## src/rtl/fc_pkg.sv

```systemverilog
package fc_pkg;
  localparam int CNT_W_DEF = 16;
  localparam int NUM_FLAGS = 3;

  typedef enum int {
    FL_ALL_READIES  = 0,
    FL_BUFS_REACHED = 1,
    FL_ALL_BURSTS   = 2
  } flag_idx_e;
endpackage

```

## src/rtl/fc_ctr.sv

```systemverilog
module fc_ctr #(
  parameter int W = 16
) (
  input  logic         clk,
  input  logic         clr,
  input  logic         load,
  input  logic [W-1:0] load_val,
  input  logic         inc,
  output logic [W-1:0] q
);
  // priority: clear, then load, then increment
  always_ff @(posedge clk) begin
    if (clr)
      q <= '0;
    else if (load)
      q <= load_val;
    else if (inc)
      q <= q + W'(1);
  end

  assert_clear_zero_R2: assert property (@(posedge clk) clr |=> (q == '0))
    else $error("counter not zero after clear");

  assert_step_one_R7: assert property (@(posedge clk) disable iff (clr)
    (!load && inc) |=> (q == $past(q) + W'(1)))
    else $error("counter step not modulo +1");
endmodule

```

## src/rtl/fc_flags.sv

```systemverilog
module fc_flags #(
  parameter int W = 16,
  parameter int N = 3
) (
  input  logic                clk,
  input  logic                rst,
  input  logic [N-1:0][W-1:0] a_vec,
  input  logic [N-1:0][W-1:0] b_vec,
  output logic [N-1:0]        flag
);
  for (genvar i = 0; i < N; i++) begin : g_cmp
    always_ff @(posedge clk) begin
      if (rst)
        flag[i] <= 1'b1;
      else
        flag[i] <= (a_vec[i] == b_vec[i]);
    end
  end
endmodule

```

## src/rtl/fc_counter_bank.sv

```systemverilog
module fc_counter_bank
  import fc_pkg::*;
#(
  parameter int CNT_W = CNT_W_DEF
) (
  input  logic             clk,
  input  logic             rst,
  input  logic             ctr_clr_n,
  input  logic             ready_sent,
  input  logic             burst_end,
  input  logic             buf_grant,
  input  logic             disc_evt,
  output logic [CNT_W-1:0] ready_cnt,
  output logic [CNT_W-1:0] burst_cnt,
  output logic [CNT_W-1:0] bufr_cnt,
  output logic [CNT_W-1:0] last_cnt,
  output logic             all_bursts_flag,
  output logic             bufs_reached_flag,
  output logic             all_readies_flag
);
  logic                         clr;
  logic [CNT_W-1:0]             burst_nxt;
  logic [NUM_FLAGS-1:0][CNT_W-1:0] cmp_a, cmp_b;
  logic [NUM_FLAGS-1:0]         flags;

  assign clr       = rst | ~ctr_clr_n;
  // burst count as it will stand after this edge, used for write-off
  assign burst_nxt = burst_cnt + CNT_W'(burst_end);

  fc_ctr #(.W(CNT_W)) u_burst (
    .clk(clk), .clr(clr), .load(1'b0), .load_val('0),
    .inc(burst_end), .q(burst_cnt));

  fc_ctr #(.W(CNT_W)) u_ready (
    .clk(clk), .clr(clr), .load(disc_evt), .load_val(burst_nxt),
    .inc(ready_sent), .q(ready_cnt));

  fc_ctr #(.W(CNT_W)) u_bufr (
    .clk(clk), .clr(clr), .load(1'b0), .load_val('0),
    .inc(buf_grant), .q(bufr_cnt));

  fc_ctr #(.W(CNT_W)) u_last (
    .clk(clk), .clr(clr), .load(disc_evt), .load_val(burst_nxt),
    .inc(1'b0), .q(last_cnt));

  always_comb begin
    cmp_a = '0;
    cmp_b = '0;
    cmp_a[FL_ALL_BURSTS]   = ready_cnt;  cmp_b[FL_ALL_BURSTS]   = burst_cnt;
    cmp_a[FL_BUFS_REACHED] = last_cnt;   cmp_b[FL_BUFS_REACHED] = bufr_cnt;
    cmp_a[FL_ALL_READIES]  = ready_cnt;  cmp_b[FL_ALL_READIES]  = bufr_cnt;
  end

  fc_flags #(.W(CNT_W), .N(NUM_FLAGS)) u_flags (
    .clk(clk), .rst(rst), .a_vec(cmp_a), .b_vec(cmp_b), .flag(flags));

  assign all_bursts_flag   = flags[FL_ALL_BURSTS];
  assign bufs_reached_flag = flags[FL_BUFS_REACHED];
  assign all_readies_flag  = flags[FL_ALL_READIES];

  assert_reset_state_R1: assert property (@(posedge clk)
    rst |=> (ready_cnt == '0 && burst_cnt == '0 && bufr_cnt == '0 &&
             last_cnt == '0 && all_bursts_flag && bufs_reached_flag && all_readies_flag))
    else $error("reset state wrong");

  assert_ready_inc_R3: assert property (@(posedge clk) disable iff (clr)
    (ready_sent && !disc_evt) |=> (ready_cnt == $past(ready_cnt) + CNT_W'(1)))
    else $error("ready counter did not step");

  assert_burst_inc_R4: assert property (@(posedge clk) disable iff (clr)
    burst_end |=> (burst_cnt == $past(burst_cnt) + CNT_W'(1)))
    else $error("burst counter did not step");

  assert_buf_keep_R5: assert property (@(posedge clk) disable iff (clr)
    (disc_evt && !buf_grant) |=> $stable(bufr_cnt))
    else $error("buffer credit lost at disconnect");

  assert_writeoff_R6: assert property (@(posedge clk) disable iff (clr)
    disc_evt |=> (ready_cnt == burst_cnt && last_cnt == burst_cnt))
    else $error("write-off did not align counters");

  assert_flag_ab_R8: assert property (@(posedge clk) disable iff (rst)
    !$past(rst) |-> (all_bursts_flag == $past(ready_cnt == burst_cnt)))
    else $error("all-bursts flag wrong");

  assert_flag_br_R9: assert property (@(posedge clk) disable iff (rst)
    !$past(rst) |-> (bufs_reached_flag == $past(last_cnt == bufr_cnt)))
    else $error("buffers-reached flag wrong");

  assert_flag_ar_R10: assert property (@(posedge clk) disable iff (rst)
    !$past(rst) |-> (all_readies_flag == $past(ready_cnt == bufr_cnt)))
    else $error("all-readies flag wrong");
endmodule

```

## config.mk

```make
export PLATFORM = sky130hd
export DESIGN_NAME = fc_counter_bank
export DESIGN_NICKNAME = d
export VERILOG_FILES = /design/src/rtl/fc_pkg.sv /design/src/rtl/fc_ctr.sv /design/src/rtl/fc_flags.sv /design/src/rtl/fc_counter_bank.sv
export SDC_FILE = /design/constraint.sdc
export NUM_CORES = 1
export LEC_CHECK = 0
export BUFFER_PORTS_ARGS = -buffer_cell sky130_fd_sc_hd__buf_2
export CAP_MARGIN = 20
export CORE_MARGIN = 5
export CORE_UTILIZATION = 35
export CTS_CLUSTER_DIAMETER = 40
export DETAILED_ROUTE_END_ITERATION = 16
export GPL_TIMING_DRIVEN = 0
export SLEW_MARGIN = 20
export SYNTH_ARGS = -nofsm -noshare
export SYNTH_HDL_FRONTEND = slang
export SYNTH_SLANG_ARGS = --single-unit
```

## constraint.sdc

```tcl
create_clock -name clk -period 4.1 [get_ports clk]
set_input_delay 0.615 -clock clk [delete_from_list [all_inputs] [get_ports clk]]
set_output_delay 0.615 -clock clk [all_outputs]
set_load 0.01 [all_outputs]
```

==> impl_metrics.xml, run 1 <==
<?xml version="1.0" encoding="UTF-8"?>
<metrics>
  <group name="outcome">
    <metric name="outcome" unit="">finished, final reports clean</metric>
  </group>
  <group name="die">
    <metric name="initial_util" unit="">0.358</metric>
    <metric name="row_count" unit="">37</metric>
    <metric name="die-area" unit="mm2">0.0127</metric>
    <metric name="die_span_in_x" unit="um">113</metric>
    <metric name="design.core.area" unit="mm2">0.0103</metric>
    <metric name="die_h" unit="um">113</metric>
    <metric name="io_pins" unit="">74</metric>
  </group>
  <group name="yosys">
    <metric name="synth-edff-count" unit="">0</metric>
    <metric name="yosysSeqAreaShare" unit="">0.364</metric>
    <metric name="postSynthRegisterBits" unit="">67</metric>
    <metric name="synthesis.nets" unit="">417</metric>
    <metric name="post_synth_inst_count" unit="">405</metric>
    <metric name="synth.cell_area" unit="mm2">0.00368</metric>
    <metric name="synth-async-reset-ratio" unit="">0</metric>
    <metric name="synth_cell_types" unit="">45</metric>
    <metric name="synthTopCellsByArea" unit="">sky130_fd_sc_hd__dfxtp_1, sky130_fd_sc_hd__xor2_1, sky130_fd_sc_hd__xnor2_1, sky130_fd_sc_hd__nor2_1, sky130_fd_sc_hd__nor4_1</metric>
    <metric name="syn_avg_cell_area" unit="um2">9.09</metric>
    <metric name="synthFlopType" unit="">sky130_fd_sc_hd__dfxtp_1</metric>
    <metric name="synth_top_area_cell" unit="">sky130_fd_sc_hd__dfxtp_1</metric>
    <metric name="synth_warnings" unit="">0</metric>
    <metric name="synthDominantCellAreaShare" unit="">0.364</metric>
  </group>
  <group name="placed_design">
    <metric name="post-dp-hpwl" unit="um">8040</metric>
    <metric name="placement.cell_area" unit="mm2">0.00421</metric>
    <metric name="portBuffers" unit="">72</metric>
    <metric name="dp_cells" unit="">613</metric>
    <metric name="gp_routability_congestion" unit="">0.899</metric>
  </group>
  <group name="clocking">
    <metric name="cts.repair.resized" unit="">0</metric>
    <metric name="cts_buffer_depth" unit="">2</metric>
    <metric name="cts_hold_buf" unit="">0</metric>
    <metric name="clkLatencyLatePin" unit="ns">0.36</metric>
    <metric name="root_buffer" unit="">sky130_fd_sc_hd__clkbuf_8</metric>
    <metric name="cts-buffers-inserted" unit="">9</metric>
    <metric name="cts_sink_cnt" unit="">67</metric>
    <metric name="clock_tree_from_tritoncts" unit="">done</metric>
    <metric name="htree_levels" unit="">3</metric>
    <metric name="postCtsSetupBuffers" unit="">0</metric>
    <metric name="clk_pin_slew" unit="ns">0.08</metric>
  </group>
  <group name="final_layout">
    <metric name="final_design_area_no_fill" unit="mm2">0.00444</metric>
    <metric name="drive_gt1_frac" unit="">0.238</metric>
    <metric name="n_fill_cell" unit="">1067</metric>
    <metric name="fin_nets" unit="">500</metric>
    <metric name="layout-area-overhead-vs-synth" unit="%">20.5</metric>
    <metric name="antenna_cells" unit="">0</metric>
    <metric name="layout.cells.non_filler" unit="">628</metric>
  </group>
  <group name="detailed_routing">
    <metric name="finalWirelength" unit="um">10400</metric>
    <metric name="detail_route.vias_per_cell" unit="">4.85</metric>
    <metric name="dr.pass1.iters" unit="">4</metric>
    <metric name="routedWlPerCell" unit="um">16.5</metric>
    <metric name="detailroute.via_count" unit="">3044</metric>
    <metric name="route.antenna.remaining_nets" unit="">0</metric>
    <metric name="remaining_drc_errors" unit="">0</metric>
    <metric name="detailedRoute.firstIterationViolations" unit="">179</metric>
  </group>
  <group name="timing">
    <metric name="finalHoldWorstSlack" unit="ns">0.497</metric>
    <metric name="skew" unit="ns">0.00877</metric>
    <metric name="setup_tns" unit="ns">0</metric>
    <metric name="rsz_0062_raised_after_global_routing" unit="">no</metric>
    <metric name="timing.fmax" unit="MHz">485</metric>
    <metric name="worst_slew_pin_slew" unit="ns">0.777</metric>
    <metric name="final_setup_violation_count" unit="">0</metric>
    <metric name="timing.final.crit_share" unit="">0.503</metric>
    <metric name="timing_hold_violations_final" unit="">0</metric>
    <metric name="finalWorstPathRequiredPeriod" unit="ns">2.06</metric>
    <metric name="drv_slew" unit="">0</metric>
    <metric name="worst_slew_margin_rel" unit="">0.477</metric>
  </group>
  <group name="worst_setup_path">
    <metric name="required" unit="ns">4.36</metric>
    <metric name="critPathLaunch" unit="">u_ready.q[1]</metric>
    <metric name="peak_fanout_along_the_critical_path" unit="">7</metric>
    <metric name="endpoint_kind" unit="">flip-flop</metric>
    <metric name="critPathKind" unit="">reg2reg</metric>
    <metric name="worst_ep_arrival_time" unit="ns">2.32</metric>
    <metric name="ff2ff_path_depth" unit="">6</metric>
    <metric name="regToRegEndpoint" unit="">u_ready.q[12]</metric>
    <metric name="critical_path.reg2reg.startpoint" unit="">u_ready.q[1]</metric>
    <metric name="worst_r2r_setup_slack" unit="ns">2.04</metric>
    <metric name="worst_setup_path_start_kind" unit="">flip-flop</metric>
    <metric name="setup.worst_path.end" unit="">u_ready.q[12]</metric>
  </group>
  <group name="global_route">
    <metric name="number_of_antenna_violations_at_the_first_check_in_global_routing" unit="">0</metric>
    <metric name="grt_start_max_net_pins" unit="">12</metric>
    <metric name="grt_use_total" unit="">0.168</metric>
    <metric name="grt_overflow" unit="">0</metric>
    <metric name="first_global_vias" unit="">3119</metric>
    <metric name="first_pass_grt_wire_length" unit="um">16600</metric>
  </group>
  <group name="power">
    <metric name="power.ir.vdd_worst" unit="mV">0.155</metric>
    <metric name="power_density" unit="mW/mm2">320</metric>
    <metric name="design_power_total" unit="uW">1420</metric>
    <metric name="leakage" unit="uW">0.00209</metric>
  </group>
  <group name="min_path">
    <metric name="worst_hold_path_type" unit="">reg2reg</metric>
    <metric name="hp-start" unit="">u_last.q[3]</metric>
  </group>
  <group name="run">
    <metric name="maxCapViolCount" unit="">0</metric>
  </group>
</metrics>
through the flow:
stage | utilization | worst slack (ns)
6_report | 0.432 | 2.04
2_1_floorplan | - | 2.17
3_5_place_dp | 0.410 | 1.75
5_1_grt | 0.432 | 1.85
4_1_cts | 0.432 | 2.04
3_3_place_gp | 0.410 | 1.76
placed cells by master, fill, tap and decap left out, drive strengths merged, types with 3 or more instances in the layout:
cell type / instances
nand3: 11
nor2: 52
a21o: 3
nand2: 22
dfxtp: 67
a41o: 3
buf: 82
mux2i: 4
and4: 3
clkbuf: 35
and3: 5
a21oi: 14
a211oi: 3
xor2: 72
a21boi: 5
o22ai: 3
nand4: 12
xnor2: 32
nor4: 15
ha: 5
nor3: 11
inv: 3
o21a: 10
cell usage after synthesis, drive strengths merged (4+ instances only):
cell,count
o21a,10
xor2,72
dfxtp,67
xnor2,32
nor4,15
nand2,22
nand4,12
nor2,52
buf,10
nor3,11
ha,5
and3,5
nand3,11
a21boi,5
clkbuf,24
a21oi,14
mux2i,4
power by group:
part / switching, uW / leakage, uW / internal, uW
Sequential: 14.7 / 0.000543 / 664
Clock: 266 / 0.000115 / 372
Combinational: 61.7 / 0.00143 / 41.2
worst min-delay path by stage:
stage | to | cells past startpoint
2_1_floorplan | u_last.q[3] | 2
3_3_place_gp | u_last.q[5] | 1
3_5_place_dp | u_last.q[3] | 2
4_1_cts | u_last.q[3] | 2
5_1_grt | u_last.q[3] | 2
6_report | u_last.q[3] | 2
flip-flops by register name, indices dropped and copies added, names as in the netlist:
| register | count |
|---|---|
| u_last.q | 16 |
| u_bufr.q | 16 |
| u_burst.q | 16 |
| u_ready.q | 16 |
| u_flags.flag | 3 |
critical path, stage by stage (launching register included):
cell and delay, ns:
sky130_fd_sc_hd__dfxtp_1 0.52, sky130_fd_sc_hd__ha_1 0.24, sky130_fd_sc_hd__nand2_1 0.10, sky130_fd_sc_hd__nor3_1 0.55, sky130_fd_sc_hd__nand3_1 0.20, sky130_fd_sc_hd__xnor2_1 0.17
sky130_fd_sc_hd__o21a_1 0.18
metal layers:
layer	part of all wire	GRT usage	vias to the layer above
met5	0	0	-
met4	0.035	0.0833	0
met3	0.042	0.0334	21
met2	0.45	0.259	76
met1	0.48	0.223	1426
li1	-	-	1521
cell type report:
cell class	count	area, um2	share of cell area
plain buffers	34	229	0.0516
clock buffers	11	151	0.0341
clock inverters	4	73.8	0.0166
inverters	3	11.3	0.00254
multi-input cells	301	2100	0.473
flip-flops and latches	67	1340	0.302
well taps	136	170	0.0384
repair buffers	72	360	0.0812
cells by family (layout without fill, tap and decap cells):
| group | after synthesis | count (layout) | synth area share |
|---|---|---|---|
| adders and majority gates | 5 | 5 | 0.0170 |
| DFF | 67 | 67 | 0.364 |
| and+or+nand+nor | 142 | 142 | 0.210 |
| AOI/OAI and AO/OA | 46 | 46 | 0.0846 |
| xor gates and xnor gates | 104 | 104 | 0.247 |
| buffers and inverters | 37 | 124 | 0.0653 |
| muxes | 4 | 4 | 0.0109 |
(Power assumes the default switching activity.)
==> run 2, diff against run 1 <==
- clock period: 4.1 -> 2.14 ns (I/O delays scaled with it)
==> run 2 against run 1 <==
  * Clock skew is 0.0015 ns higher
  * Maximum frequency is 8.3% higher
  * Largest power group unchanged
  * Critical path type unchanged
  * First-iteration DRC count is 21% lower
  * Non-clock buffer count is 1 higher
  * Hold slack worse by 0.21 ns
  * Total power is 91% higher
  * Final area is 0.56% higher
==> impl_metrics.xml, run 2 (synthesized netlist as in run 1, its figures left out) <==
<?xml version="1.0" encoding="UTF-8"?>
<metrics>
  <group name="timing">
    <metric name="final_setup_violation_count" unit="">0</metric>
    <metric name="timing.final.crit_share" unit="">0.891</metric>
    <metric name="drv_slew" unit="">0</metric>
    <metric name="final_critical_path_setup_slack" unit="ns">0.234</metric>
    <metric name="timing_hold_violations_final" unit="">0</metric>
    <metric name="worst_slew_margin_rel" unit="">0.471</metric>
    <metric name="rsz_0062_raised_after_global_routing" unit="">no</metric>
    <metric name="skew" unit="ns">0.0103</metric>
    <metric name="setup_tns" unit="ns">0</metric>
    <metric name="finalWorstPathRequiredPeriod" unit="ns">1.91</metric>
    <metric name="timing.fmax" unit="MHz">525</metric>
    <metric name="worst_slew_pin_slew" unit="ns">0.786</metric>
  </group>
  <group name="global_route">
    <metric name="first_global_vias" unit="">3119</metric>
    <metric name="grt_use_total" unit="">0.168</metric>
    <metric name="first_pass_grt_wire_length" unit="um">16600</metric>
    <metric name="grt_overflow" unit="">0</metric>
    <metric name="grt_start_max_net_pins" unit="">12</metric>
    <metric name="number_of_antenna_violations_at_the_first_check_in_global_routing" unit="">0</metric>
  </group>
  <group name="power">
    <metric name="cell_internal_pwr" unit="uW">2060</metric>
    <metric name="leakage" unit="uW">0.00210</metric>
    <metric name="net-switching-power" unit="uW">647</metric>
    <metric name="power.ir.vdd_worst" unit="mV">0.295</metric>
    <metric name="power.share.combinational" unit="">0.072</metric>
    <metric name="power_density" unit="mW/mm2">608</metric>
    <metric name="power.switching_fraction" unit="">0.239</metric>
    <metric name="p_seq_frac" unit="">0.480</metric>
    <metric name="pwr-share-clk" unit="">0.448</metric>
  </group>
  <group name="worst_setup_path">
    <metric name="worst_setup_path_start_kind" unit="">flip-flop</metric>
    <metric name="worst_r2r_setup_slack" unit="ns">0.23</metric>
    <metric name="required" unit="ns">2.43</metric>
    <metric name="critical_path.reg2reg.startpoint" unit="">u_burst.q[0]</metric>
    <metric name="critPathKind" unit="">reg2reg</metric>
    <metric name="peak_fanout_along_the_critical_path" unit="">6</metric>
    <metric name="worst_ep_arrival_time" unit="ns">2.19</metric>
    <metric name="endpoint_kind" unit="">flip-flop</metric>
    <metric name="ff2ff_path_depth" unit="">7</metric>
    <metric name="regToRegEndpoint" unit="">u_ready.q[14]</metric>
  </group>
  <group name="final_layout">
    <metric name="mostFrequentLayoutCells" unit="">sky130_fd_sc_hd__buf_2, sky130_fd_sc_hd__xor2_1, sky130_fd_sc_hd__dfxtp_1</metric>
    <metric name="final_design_area_no_fill" unit="mm2">0.00446</metric>
    <metric name="layout.cells.most_common" unit="">sky130_fd_sc_hd__buf_2</metric>
    <metric name="fin_nets" unit="">501</metric>
    <metric name="layout-area-overhead-vs-synth" unit="%">21.2</metric>
    <metric name="n_fill_cell" unit="">1061</metric>
    <metric name="antenna_cells" unit="">0</metric>
    <metric name="final-seq-area" unit="mm2">0.00134</metric>
    <metric name="multiInputGateArea" unit="mm2">0.00212</metric>
    <metric name="drive_gt1_frac" unit="">0.247</metric>
  </group>
  <group name="detailed_routing">
    <metric name="routedWlPerCell" unit="um">16.5</metric>
    <metric name="detailedRoute.firstIterationViolations" unit="">142</metric>
    <metric name="finalWirelength" unit="um">10400</metric>
    <metric name="detailroute.via_count" unit="">3059</metric>
    <metric name="detail_route.vias_per_cell" unit="">4.86</metric>
    <metric name="dr.pass1.iters" unit="">4</metric>
    <metric name="route.antenna.remaining_nets" unit="">0</metric>
    <metric name="remaining_drc_errors" unit="">0</metric>
  </group>
  <group name="die">
    <metric name="die-area" unit="mm2">0.0127</metric>
    <metric name="row_count" unit="">37</metric>
    <metric name="die_h" unit="um">113</metric>
    <metric name="design.core.area" unit="mm2">0.0103</metric>
    <metric name="die_span_in_x" unit="um">113</metric>
    <metric name="initial_util" unit="">0.358</metric>
    <metric name="io_pins" unit="">74</metric>
  </group>
  <group name="placed_design">
    <metric name="portBuffers" unit="">72</metric>
    <metric name="gp_routability_congestion" unit="">0.899</metric>
    <metric name="placement.cell_area" unit="mm2">0.00421</metric>
    <metric name="place_worst_setup_slack" unit="ns">0.0882</metric>
    <metric name="post-dp-hpwl" unit="um">8040</metric>
  </group>
  <group name="clocking">
    <metric name="clkLatencyLatePin" unit="ns">0.36</metric>
    <metric name="cts_buffer_depth" unit="">2</metric>
    <metric name="htree_levels" unit="">3</metric>
    <metric name="clk_pin_slew" unit="ns">0.07</metric>
    <metric name="root_buffer" unit="">sky130_fd_sc_hd__clkbuf_8</metric>
    <metric name="clock_tree_from_tritoncts" unit="">done</metric>
    <metric name="cts-buffers-inserted" unit="">9</metric>
    <metric name="cts_hold_buf" unit="">0</metric>
    <metric name="cts_sink_cnt" unit="">67</metric>
  </group>
  <group name="outcome">
    <metric name="outcome" unit="">finished, final reports clean</metric>
  </group>
  <group name="min_path">
    <metric name="min_delay_worst_endpoint" unit="">u_flags.flag[1]</metric>
    <metric name="worst_hold_path_type" unit="">in2reg</metric>
    <metric name="hold-path-cell-count" unit="">2</metric>
    <metric name="hp-start" unit="">rst</metric>
  </group>
  <group name="run">
    <metric name="maxCapViolCount" unit="">0</metric>
  </group>
</metrics>
-- run 2: cell count changes in the layout (fill, tap and decap cells not counted) --
cell / change
sky130_fd_sc_hd__dfxtp_2: +1
sky130_fd_sc_hd__dfxtp_1: -1
sky130_fd_sc_hd__nor4_1: -1
sky130_fd_sc_hd__nor4_2: +1
sky130_fd_sc_hd__nor3_1: -2
sky130_fd_sc_hd__nor3_2: +2
sky130_fd_sc_hd__buf_4: +1
-- run 2: what timing repair did --
item                                    in CTS  in global routing
setup buffers                                0                  1
gates resized for setup                      0                  4
endpoints found under the setup margin       0                  5
-- run 2: power groups by stage --
stage                     clock, uW  combinational (uW)  sequential (uW)
after floorplan                   0                 107             1340
after global placement            0                 193             1330
after detailed placement          0                 196             1330
after CTS                      1240                 198             1300
after global routing           1290                 217             1300
final                          1210                 196             1300
-- run 2: worst max-delay path by stage --
stage / from / end / slack, ns / cells past startpoint
floorplan: u_burst.q[0] / u_ready.q[14] / 0.31 / 7
global placement: burst_end / u_ready.q[14] / 0.09 / 8
detailed placement: burst_end / u_ready.q[14] / 0.09 / 8
CTS: u_burst.q[0] / u_ready.q[14] / 0.08 / 7
global route: u_burst.q[0] / u_ready.q[14] / 0.07 / 7
finish: u_burst.q[0] / u_ready.q[14] / 0.23 / 7
-- run 2: metal layers --
metal	part of all wire	wire, um	track usage	vias up
li1	-	-	-	1528
met1	0.48	4940	0.223	1435
met2	0.45	4670	0.259	73
met3	0.041	421	0.0334	23
met4	0.031	325	0.0833	0
met5	0	0	0	-
-- run 2: layout make-up --
cell class                 count  share of cell area
clock buffer                  11              0.0339
sequential                    67               0.301
timing repair buffer          73              0.0824
inverter                       3             0.00252
buffer                        34              0.0513
tap                          136              0.0381
clock inverter                 4              0.0165
multi-input combinational    301               0.474
-- run 2: stage by stage --
stage	utilization	hold slack [ns]	std cells	total power, uW
floorplan	-	0.415	405	1440
global placement	0.410	0.487	613	1520
detailed placement	0.410	0.485	613	1530
CTS	0.432	0.266	628	2740
global route	0.434	0.294	629	2810
finish	0.434	0.290	629	2710
-- run 2: worst max-delay path, stage by stage, from the launching register on --
cell                       delay (ns)
sky130_fd_sc_hd__dfxtp_2         0.39
sky130_fd_sc_hd__ha_1            0.21
sky130_fd_sc_hd__ha_1            0.21
sky130_fd_sc_hd__nand3_2         0.19
sky130_fd_sc_hd__nor4_2          0.34
sky130_fd_sc_hd__xnor2_1         0.11
sky130_fd_sc_hd__a21oi_1         0.21
sky130_fd_sc_hd__a21boi_1        0.18
==> run 3, diff against run 2 <==
- MAX_ROUTING_LAYER: unset -> met4
==> run 3 against run 2 <==
  * Global-route usage grew 0.60 points
  * Count of clock-buffer cells in the layout stayed put
  * Clock skew is 0.0010 ns lower
  * Non-clock buffer count unchanged
  * Sequential power about the same
  * Setup slack got worse by 0.0049 ns
  * Largest power group unchanged
==> impl_metrics.xml, run 3 (synthesized netlist as in run 1, its figures left out) <==
<?xml version="1.0" encoding="UTF-8"?>
<metrics>
  <group name="worst_setup_path">
    <metric name="endpoint_kind" unit="">flip-flop</metric>
    <metric name="path_buf_inv" unit="">0</metric>
    <metric name="critical_path_cell_count" unit="">7</metric>
    <metric name="cp_slowest_stage_delay" unit="ns">0.40</metric>
    <metric name="required" unit="ns">2.44</metric>
    <metric name="worst_ep_arrival_time" unit="ns">2.21</metric>
    <metric name="setup.worst_path.end" unit="">u_ready.q[14]</metric>
    <metric name="worst_setup_path_start_kind" unit="">flip-flop</metric>
    <metric name="kind_of_cell_with_the_highest_combined_delay_on_the_critical_path" unit="">simple AND/OR/NAND/NOR gates</metric>
    <metric name="critPathKind" unit="">reg2reg</metric>
    <metric name="critPathLaunch" unit="">u_burst.q[0]</metric>
    <metric name="regToRegEndpoint" unit="">u_ready.q[14]</metric>
    <metric name="worst_r2r_setup_slack" unit="ns">0.23</metric>
    <metric name="crit_chain" unit="">ha_1, ha_1, nand3_2, nor4_2, xnor2_1, a21oi_1, a21boi_1</metric>
    <metric name="critical_path.reg2reg.startpoint" unit="">u_burst.q[0]</metric>
    <metric name="peak_fanout_along_the_critical_path" unit="">6</metric>
    <metric name="timing.critical_path.slowest_stage_cell" unit="">sky130_fd_sc_hd__dfxtp_2</metric>
    <metric name="crit_top_cell" unit="">sky130_fd_sc_hd__ha_1</metric>
    <metric name="ff2ff_path_depth" unit="">7</metric>
  </group>
  <group name="timing">
    <metric name="skew" unit="ns">0.00928</metric>
    <metric name="timing.fmax" unit="MHz">523</metric>
    <metric name="final_critical_path_setup_slack" unit="ns">0.229</metric>
    <metric name="setup_tns" unit="ns">0</metric>
    <metric name="finalWorstPathRequiredPeriod" unit="ns">1.91</metric>
    <metric name="rsz_0062_raised_after_global_routing" unit="">no</metric>
    <metric name="worst_slew_pin_slew" unit="ns">0.774</metric>
    <metric name="timing.final.crit_share" unit="">0.893</metric>
    <metric name="timing_hold_violations_final" unit="">0</metric>
    <metric name="final_setup_violation_count" unit="">0</metric>
    <metric name="drv_slew" unit="">0</metric>
    <metric name="worst_slew_margin_rel" unit="">0.479</metric>
  </group>
  <group name="global_route">
    <metric name="grt_use_total" unit="">0.174</metric>
    <metric name="first_global_vias" unit="">3107</metric>
    <metric name="grt_start_max_net_pins" unit="">12</metric>
    <metric name="number_of_antenna_violations_at_the_first_check_in_global_routing" unit="">0</metric>
    <metric name="grt_overflow" unit="">0</metric>
    <metric name="first_pass_grt_wire_length" unit="um">16700</metric>
  </group>
  <group name="clocking">
    <metric name="htree_levels" unit="">3</metric>
    <metric name="root_buffer" unit="">sky130_fd_sc_hd__clkbuf_8</metric>
    <metric name="clock_tree_from_tritoncts" unit="">done</metric>
    <metric name="cts-buffers-inserted" unit="">9</metric>
    <metric name="cts_sink_cnt" unit="">67</metric>
    <metric name="clkLatencyLatePin" unit="ns">0.36</metric>
    <metric name="cts_buffer_depth" unit="">2</metric>
    <metric name="clk_pin_slew" unit="ns">0.07</metric>
  </group>
  <group name="detailed_routing">
    <metric name="remaining_drc_errors" unit="">0</metric>
    <metric name="detailedRoute.firstIterationViolations" unit="">152</metric>
    <metric name="finalWirelength" unit="um">10400</metric>
    <metric name="detailroute.via_count" unit="">3079</metric>
    <metric name="dr.pass1.iters" unit="">4</metric>
    <metric name="routedWlPerCell" unit="um">16.6</metric>
    <metric name="route.antenna.remaining_nets" unit="">0</metric>
    <metric name="detail_route.vias_per_cell" unit="">4.90</metric>
  </group>
  <group name="run">
    <metric name="maxCapViolCount" unit="">0</metric>
  </group>
  <group name="die">
    <metric name="initial_util" unit="">0.358</metric>
    <metric name="io_pins" unit="">74</metric>
    <metric name="die_h" unit="um">113</metric>
    <metric name="row_count" unit="">37</metric>
    <metric name="die-area" unit="mm2">0.0127</metric>
    <metric name="die_span_in_x" unit="um">113</metric>
    <metric name="design.core.area" unit="mm2">0.0103</metric>
  </group>
  <group name="outcome">
    <metric name="outcome" unit="">finished, final reports clean</metric>
  </group>
  <group name="placed_design">
    <metric name="post-dp-hpwl" unit="um">8040</metric>
    <metric name="place_worst_setup_slack" unit="ns">0.0882</metric>
    <metric name="gp_routability_congestion" unit="">0.914</metric>
    <metric name="portBuffers" unit="">72</metric>
    <metric name="placement.cell_area" unit="mm2">0.00421</metric>
  </group>
  <group name="final_layout">
    <metric name="mostFrequentLayoutCells" unit="">sky130_fd_sc_hd__buf_2, sky130_fd_sc_hd__xor2_1, sky130_fd_sc_hd__dfxtp_1</metric>
    <metric name="n_fill_cell" unit="">1061</metric>
    <metric name="layout.cells.most_common" unit="">sky130_fd_sc_hd__buf_2</metric>
    <metric name="layout-area-overhead-vs-synth" unit="%">21.2</metric>
    <metric name="final_design_area_no_fill" unit="mm2">0.00446</metric>
    <metric name="multiInputGateArea" unit="mm2">0.00212</metric>
    <metric name="final-seq-area" unit="mm2">0.00134</metric>
    <metric name="fin_nets" unit="">501</metric>
    <metric name="antenna_cells" unit="">0</metric>
    <metric name="drive_gt1_frac" unit="">0.247</metric>
  </group>
  <group name="power">
    <metric name="power_density" unit="mW/mm2">610</metric>
    <metric name="power.ir.vdd_worst" unit="mV">0.303</metric>
    <metric name="leakage" unit="uW">0.00210</metric>
  </group>
  <group name="min_path">
    <metric name="worst_hold_path_type" unit="">in2reg</metric>
    <metric name="hp-start" unit="">rst</metric>
  </group>
</metrics>
run 3: cell counts in the layout (fill, tap and decap cells not counted):
No cell type changed its count.
run 3: worst min-delay path by stage:
stage	to	slack, ns	cells after the start
after floorplan	u_flags.flag[0]	0.41	1
after global placement	u_last.q[5]	0.49	1
after detailed placement	u_last.q[3]	0.49	2
after CTS	u_flags.flag[1]	0.27	2
after global routing	u_flags.flag[0]	0.28	2
final	u_flags.flag[1]	0.28	2
run 3: report_power, final:
group | total, uW | internal (uW) | switching [uW]
Sequential | 1300 | 1270 | 28.5
Combinational | 197 | 79.0 | 118
Clock | 1220 | 713 | 510
run 3: cell type report:
type | count | share of cell area
Multi-Input combinational cell | 301 | 0.474
Sequential cell | 67 | 0.301
Timing Repair Buffer | 73 | 0.0824
Buffer | 34 | 0.0513
Tap cell | 136 | 0.0381
Clock buffer | 11 | 0.0339
Clock inverter | 4 | 0.0165
Inverter | 3 | 0.00252
run 3: through the flow:
stage	total power, uW	hold WS, ns	utilization	instances
6_report	2720	0.285	0.434	629
5_1_grt	2820	0.282	0.434	629
3_5_place_dp	1530	0.485	0.410	613
4_1_cts	2740	0.266	0.432	628
2_1_floorplan	1440	0.415	-	405
3_3_place_gp	1520	0.487	0.410	613
run 3: worst register-to-register path, stage by stage, from the launching register on:
cell and delay, ns:
sky130_fd_sc_hd__dfxtp_2 0.40, sky130_fd_sc_hd__ha_1 0.21, sky130_fd_sc_hd__ha_1 0.21, sky130_fd_sc_hd__nand3_2 0.19, sky130_fd_sc_hd__nor4_2 0.35, sky130_fd_sc_hd__xnor2_1 0.11, sky130_fd_sc_hd__a21oi_1 0.21, sky130_fd_sc_hd__a21boi_1 0.18
run 3: routing by layer:
| metal | track usage | share of wire |
|---|---|---|
| met1 | 0.225 | 0.48 |
| met2 | 0.259 | 0.45 |
| met3 | 0.0426 | 0.038 |
| met4 | 0.0713 | 0.030 |
| met5 | - | 0 |
run 3: what timing repair did:
| item | in CTS | in global routing |
|---|---|---|
| hold endpoints to repair | 0 | 0 |
| resized for setup | 0 | 4 |
| setup buffers | 0 | 1 |
| setup endpoints to repair | 0 | 5 |
| hold buffers | 0 | 0 |
